File: src/rtl/i2c_watch_pkg.sv
package i2c_watch_pkg;

   // Events decoded from one pair of successive bus samples
   typedef struct packed {
      logic start;
      logic stop;
      logic scl_rise;
   } bus_evt_t;

   // Tag bits: [0] first byte after start on idle bus, [1] after repeated start
   typedef enum logic [1:0] {
      TAG_NONE   = 2'b00,
      TAG_START  = 2'b01,
      TAG_RSTART = 2'b10
   } cond_tag_t;

   localparam int TAG_W = 2;
   localparam int EXTRA_W = TAG_W + 1;   // tags plus ack level

endpackage

File: src/rtl/i2c_watch_cond.sv
module i2c_watch_cond
   import i2c_watch_pkg::*;
(
   input  logic     clk,
   input  logic     rst_n,
   input  logic     enable,
   input  logic     scl_in,
   input  logic     sda_in,
   output bus_evt_t evt,
   output logic     bus_active,
   output logic     is_rstart,
   output logic     idle_evt
);

   logic scl_q;
   logic sda_q;

   always_ff @(posedge clk or negedge rst_n) begin
      if (!rst_n) begin
         scl_q      <= 1'b1;
         sda_q      <= 1'b1;
         bus_active <= 1'b0;
      end else if (!enable) begin
         scl_q      <= 1'b1;
         sda_q      <= 1'b1;
         bus_active <= 1'b0;
      end else begin
         scl_q <= scl_in;
         sda_q <= sda_in;
         if (evt.start)
            bus_active <= 1'b1;
         else if (evt.stop)
            bus_active <= 1'b0;
      end
   end

   always_comb begin
      evt.start    = enable & scl_q & scl_in & sda_q & ~sda_in;
      evt.stop     = enable & scl_q & scl_in & ~sda_q & sda_in;
      evt.scl_rise = enable & ~scl_q & scl_in;
      is_rstart    = bus_active & evt.start;
      idle_evt     = bus_active & evt.stop;
   end

endmodule

File: src/rtl/i2c_watch_frame.sv
module i2c_watch_frame
   import i2c_watch_pkg::*;
#(
   parameter int BYTE_W = 8
) (
   input  logic              clk,
   input  logic              rst_n,
   input  logic              enable,
   input  bus_evt_t          evt,
   input  logic              bus_active,
   input  logic              is_rstart,
   input  logic              sda_in,
   output logic              byte_done,
   output logic [BYTE_W-1:0] done_byte,
   output logic              done_nack,
   output cond_tag_t         done_tag
);

   localparam int CNT_W = $clog2(BYTE_W + 1);
   localparam logic [CNT_W-1:0] ACK_SLOT = CNT_W'(BYTE_W);

   logic [CNT_W-1:0]  bit_cnt;
   logic [BYTE_W-1:0] shreg;
   cond_tag_t         tag_q;

   always_ff @(posedge clk or negedge rst_n) begin
      if (!rst_n) begin
         bit_cnt   <= '0;
         shreg     <= '0;
         tag_q     <= TAG_NONE;
         byte_done <= 1'b0;
         done_byte <= '0;
         done_nack <= 1'b0;
         done_tag  <= TAG_NONE;
      end else if (!enable) begin
         bit_cnt   <= '0;
         shreg     <= '0;
         tag_q     <= TAG_NONE;
         byte_done <= 1'b0;
         done_byte <= '0;
         done_nack <= 1'b0;
         done_tag  <= TAG_NONE;
      end else begin
         byte_done <= 1'b0;
         if (evt.start) begin
            bit_cnt <= '0;
            tag_q   <= is_rstart ? TAG_RSTART : TAG_START;
         end else if (evt.stop) begin
            bit_cnt <= '0;
            tag_q   <= TAG_NONE;
         end else if (evt.scl_rise && bus_active) begin
            if (bit_cnt == ACK_SLOT) begin
               byte_done <= 1'b1;
               done_byte <= shreg;
               done_nack <= sda_in;
               done_tag  <= tag_q;
               tag_q     <= TAG_NONE;
               bit_cnt   <= '0;
            end else begin
               shreg   <= {shreg[BYTE_W-2:0], sda_in};
               bit_cnt <= bit_cnt + 1'b1;
            end
         end
      end
   end

endmodule

File: src/rtl/i2c_watch_hold.sv
module i2c_watch_hold
   import i2c_watch_pkg::*;
#(
   parameter int BYTE_W       = 8,
   parameter bit STRETCH_IMPL = 1'b1,
   localparam int WORD_W      = BYTE_W + EXTRA_W
) (
   input  logic              clk,
   input  logic              rst_n,
   input  logic              enable,
   input  logic              stretch_en,
   input  logic              scl_in,
   input  logic              byte_done,
   input  logic [BYTE_W-1:0] done_byte,
   input  logic              done_nack,
   input  cond_tag_t         done_tag,
   input  logic              idle_evt,
   input  logic              rd_strobe,
   input  logic              clr_ovr,
   input  logic              clr_idle,
   output logic [WORD_W-1:0] rd_word,
   output logic              ready,
   output logic              overrun,
   output logic              idle_flag,
   output logic              scl_pull_low
);

   always_ff @(posedge clk or negedge rst_n) begin
      if (!rst_n) begin
         rd_word   <= '0;
         ready     <= 1'b0;
         overrun   <= 1'b0;
         idle_flag <= 1'b0;
      end else if (!enable) begin
         rd_word   <= '0;
         ready     <= 1'b0;
         overrun   <= 1'b0;
         idle_flag <= 1'b0;
      end else begin
         if (byte_done)
            rd_word <= {done_nack, done_tag, done_byte};
         ready     <= byte_done | (ready & ~rd_strobe);
         overrun   <= (byte_done & ready & ~rd_strobe) | (overrun & ~clr_ovr);
         idle_flag <= idle_evt | (idle_flag & ~clr_idle);
      end
   end

   generate
      if (STRETCH_IMPL) begin : g_stretch
         logic pull_q;
         always_ff @(posedge clk or negedge rst_n) begin
            if (!rst_n)
               pull_q <= 1'b0;
            else if (!enable)
               pull_q <= 1'b0;
            else
               pull_q <= stretch_en & ready & ~rd_strobe & (~scl_in | pull_q);
         end
         assign scl_pull_low = pull_q;
      end else begin : g_passive
         logic unused_stretch;
         assign unused_stretch = stretch_en ^ scl_in;
         assign scl_pull_low   = 1'b0;
      end
   endgenerate

endmodule

File: src/rtl/i2c_bus_watch.sv
module i2c_bus_watch
   import i2c_watch_pkg::*;
#(
   parameter int BYTE_W       = 8,
   parameter bit STRETCH_IMPL = 1'b1,
   localparam int WORD_W      = BYTE_W + EXTRA_W
) (
   input  logic              clk,
   input  logic              rst_n,
   input  logic              enable,
   input  logic              stretch_en,
   input  logic              scl_in,
   input  logic              sda_in,
   input  logic              rd_strobe,
   input  logic              clr_idle,
   input  logic              clr_ovr,
   output logic [WORD_W-1:0] rd_word,
   output logic              ready,
   output logic              overrun,
   output logic              bus_active,
   output logic              idle_flag,
   output logic              scl_pull_low
);

   generate
      if (BYTE_W < 2) begin : g_bad_width
         $error("i2c_bus_watch: BYTE_W must be at least 2");
      end
   endgenerate

   bus_evt_t          cond_evt;
   logic              is_rstart;
   logic              idle_evt;
   logic              byte_done;
   logic [BYTE_W-1:0] done_byte;
   logic              done_nack;
   cond_tag_t         done_tag;

   i2c_watch_cond u_cond (
      .clk        (clk),
      .rst_n      (rst_n),
      .enable     (enable),
      .scl_in     (scl_in),
      .sda_in     (sda_in),
      .evt        (cond_evt),
      .bus_active (bus_active),
      .is_rstart  (is_rstart),
      .idle_evt   (idle_evt)
   );

   i2c_watch_frame #(.BYTE_W(BYTE_W)) u_frame (
      .clk        (clk),
      .rst_n      (rst_n),
      .enable     (enable),
      .evt        (cond_evt),
      .bus_active (bus_active),
      .is_rstart  (is_rstart),
      .sda_in     (sda_in),
      .byte_done  (byte_done),
      .done_byte  (done_byte),
      .done_nack  (done_nack),
      .done_tag   (done_tag)
   );

   i2c_watch_hold #(.BYTE_W(BYTE_W), .STRETCH_IMPL(STRETCH_IMPL)) u_hold (
      .clk          (clk),
      .rst_n        (rst_n),
      .enable       (enable),
      .stretch_en   (stretch_en),
      .scl_in       (scl_in),
      .byte_done    (byte_done),
      .done_byte    (done_byte),
      .done_nack    (done_nack),
      .done_tag     (done_tag),
      .idle_evt     (idle_evt),
      .rd_strobe    (rd_strobe),
      .clr_ovr      (clr_ovr),
      .clr_idle     (clr_idle),
      .rd_word      (rd_word),
      .ready        (ready),
      .overrun      (overrun),
      .idle_flag    (idle_flag),
      .scl_pull_low (scl_pull_low)
   );

endmodule

File: config.mk
export PLATFORM = sky130hd
export DESIGN_NAME = i2c_bus_watch
export DESIGN_NICKNAME = d
export VERILOG_FILES = /design/src/rtl/i2c_watch_pkg.sv /design/src/rtl/i2c_watch_cond.sv /design/src/rtl/i2c_watch_frame.sv /design/src/rtl/i2c_watch_hold.sv /design/src/rtl/i2c_bus_watch.sv
export SDC_FILE = /design/constraint.sdc
export NUM_CORES = 1
export LEC_CHECK = 0
export CAP_MARGIN = 40
export CELL_PAD_IN_SITES_DETAIL_PLACEMENT = 1
export CELL_PAD_IN_SITES_GLOBAL_PLACEMENT = 2
export CORE_ASPECT_RATIO = 0.6
export CORE_MARGIN = 5
export CORE_UTILIZATION = 36
export DETAILED_ROUTE_END_ITERATION = 10
export PLACE_DENSITY_LB_ADDON = 0.1
export SYNTH_ARGS = -nofsm -noshare
export SYNTH_HDL_FRONTEND = slang
export SYNTH_SLANG_ARGS = --single-unit
File: constraint.sdc
create_clock -name clk -period 1.6 [get_ports clk]
set_input_delay 0.32 -clock clk [delete_from_list [all_inputs] [get_ports clk]]
set_output_delay 0.32 -clock clk [all_outputs]
set_load 0.05 [all_outputs]
==> flow_metrics.tcl <==
set metrics [dict create \
    synthesis.nets 197 \
    grt_pass1_wl_um 7960 \
    path_max_fanout 25 \
    dieArea_sq_um 7270 \
    coreArea_sq_um 5520 \
    slew_headroom_pct 71.9 \
    initial_core_util_pct 36.7 \
    cts_tree "yes" \
    antenna_found_initial 0 \
    rows 21 \
    crit_type "in2reg" \
    worst_hold_path_type "in2async" \
    synth.avg_cell_area_sq_um 10.9 \
    drt-total-wl_um 4760 \
    io_buffer_count 24 \
    cts-buffers-inserted 5 \
    fin_tns_setup_ps 0 \
    grt.overflow.total 0 \
    cts.sinks 44 \
    avgViaCountPerCell 5.22 \
    antenna_left 0 \
    yosysSeqAreaShare_pct 54.5 \
    critPathLaunchType "input pin" \
    cts_buffer_depth 2 \
    p_leak_nw 1.04 \
    cts_root_buf "clkbuf_8" \
    pre_cts_ws_ps -247 \
    drt-pass1-iter-count 4 \
    synth_area_sq_um 2020 \
    place_area_sq_um 2400 \
    htree_levels 2 \
    cts_setup_buffers 0 \
    grt_util_all_layers_pct 14.3 \
    synth.top_cell.area_share_pct 51.9 \
    slew_violations 0 \
    setup_viol 0 \
    vias 1504 \
    insertion_delay_ps 290 \
    power_density_nw_per_um2 770 \
    wl_per_cell_um 16.5 \
    setup_ws_ps 106 \
    endpoint_kind "register" \
    hold_viol_final 0 \
    synth_seq_cells 44 \
    drtIter0Drc 41 \
    grt_max_degree 45 \
    async_reset_ff_share_pct 100 \
    dp.final_hpwl_um 3200 \
    fin_nets 229 \
    gp_congestion 0.757 \
    area_delta_synth_final_pct 23.6 \
    status "finished clean" \
    synthDistinctLibCells 33 \
    period_needed_ps 1490 \
    drv_cap 0 \
    finalCritPeriodShare_pct 93.4 \
    yosysMostFrequentCell "dfrtp_1" \
    antenna_cells 0 \
    synth_edf_count 0 \
    arrival_ps 1700 \
    syn_inst 186 \
    yosysWarnings 0 \
    skew_ps 5.38 \
    worst_pin_slew_ps 419 \
    r2r_slack_ps 190 \
    yosys-top-cells-count "dfrtp_1, nand3_1, o21ai_0, nor2b_1, a21boi_1" \
    clk_pin_slew_ps 80 \
    yosys-top-cells-area "dfrtp_1, nand3_1, o21ai_0" \
    io_pins 25 \
    drc 0 \
    fillers 608 \
    synth_largest_area_cell "dfrtp_1" \
    max_freq_ghz 0.669 \
    die_w_um 107 \
    grt_pass1_vias 1571 \
    die_height_um 68.1 \
    worstPathRequired_ps 1810 \
    synth-main-ff-cell "dfrtp_1" \
    vdd_ir_drop_max_v 0.000281 \
    stdcell_area_sq_um 2500 \
    drive_above_1_share_pct 19.6 \
]
## critical path, cell delays in order
cell and delay (ps):
clkdlybuf4s50_1 570, and4b_2 350, buf_12 190, nand3_1 90, a21boi_0 170
## sequential cells by signal (all words and copies together), names as in the netlist, 2 cells and up
name / count
u_frame.done_byte: 8
u_frame.shreg: 8
u_frame.done_tag: 2
u_frame.bit_cnt: 4
u_frame.tag_q: 2
u_hold.rd_word: 11
## routing by layer
layer / track usage [%] / share of wire (%) / vias up
met5: 0 / 0 / -
met1: 19.3 / 49 / 754
met4: 4.78 / 1.3 / 0
met3: 3.58 / 4.3 / 7
li1: - / - / 717
met2: 23.0 / 45 / 26
## layout by cell type (no fill, tap or decap), types with 2 or more instances in the layout
| cell type | n |
|---|---|
| o21ai_0 | 23 |
| nand3b_1 | 2 |
| a21boi_1 | 12 |
| buf_4 | 23 |
| a21oi_1 | 3 |
| a21boi_0 | 4 |
| nand4b_1 | 2 |
| clkbuf_1 | 2 |
| nand2b_1 | 2 |
| nand2_1 | 8 |
| nand3_1 | 24 |
| clkdlybuf4s50_1 | 7 |
| nor2b_1 | 14 |
| dfstp_2 | 2 |
| o22ai_1 | 2 |
| clkbuf_8 | 5 |
| buf_12 | 6 |
| dfrtp_1 | 42 |
| buf_6 | 2 |
| ha_1 | 2 |
| inv_1 | 5 |
| mux2i_1 | 11 |
## through the flow
stage                     power [mW]  utilization, %  cells  hold slack, ps
final                           1.93            45.3    288             522
after global routing            2.02            45.3    288             564
after CTS                       1.95            45.1    288             527
after detailed placement        1.28            43.5    279             319
after global placement          1.27            43.5    279             313
after floorplan                 1.19               -    186            24.4
## timing repair
action | in CTS | in global routing
hold endpoints to repair | 13 | 0
resized for setup | 0 | 3
hold buffers | 1 | 0
endpoints found under the setup margin | 0 | 2
## cell type report
class	instances	area, sq um	share of cell area (%)
clock inverters	1	5.00	0.200
repair buffers	40	400	16.0
flip-flops and latches	44	1100	44.1
clock buffers	7	76.3	3.05
multi-input cells	122	810	32.4
well taps	69	86.3	3.45
inverters	5	18.8	0.751
## report_power, final
group	internal [mW]	switching (mW)
sequential	1.12	0.00664
combinational	0.0595	0.0695
clock	0.307	0.364
## path summary, 6_finish.rpt
kind | cells after the start | from | to
max | 5 | enable | u_frame.shreg[2]
min | 3 | rst_n | u_frame.bit_cnt[0]
max reg2reg | 3 | u_cond.scl_q | u_frame.tag_q[0]
max in group asynchronous | 3 | rst_n | u_cond.scl_q
min in group clk | 2 | u_frame.shreg[7] | u_frame.done_byte[7]
min reg2reg | 2 | u_frame.shreg[7] | u_frame.done_byte[7]
## kinds of logic after synthesis
| kind of cell | share of synthesized area [%] |
|---|---|
| XOR/XNOR | 0.433 |
| flip-flops | 54.5 |
| AO/OA/AOI/OAI | 16.9 |
| buffers and inverters | 5.50 |
| AND/OR/NAND/NOR | 15.9 |
| adder cells (fa/ha/maj) | 1.24 |
| multiplexers | 5.44 |
Power figures use the tool's default switching activity.
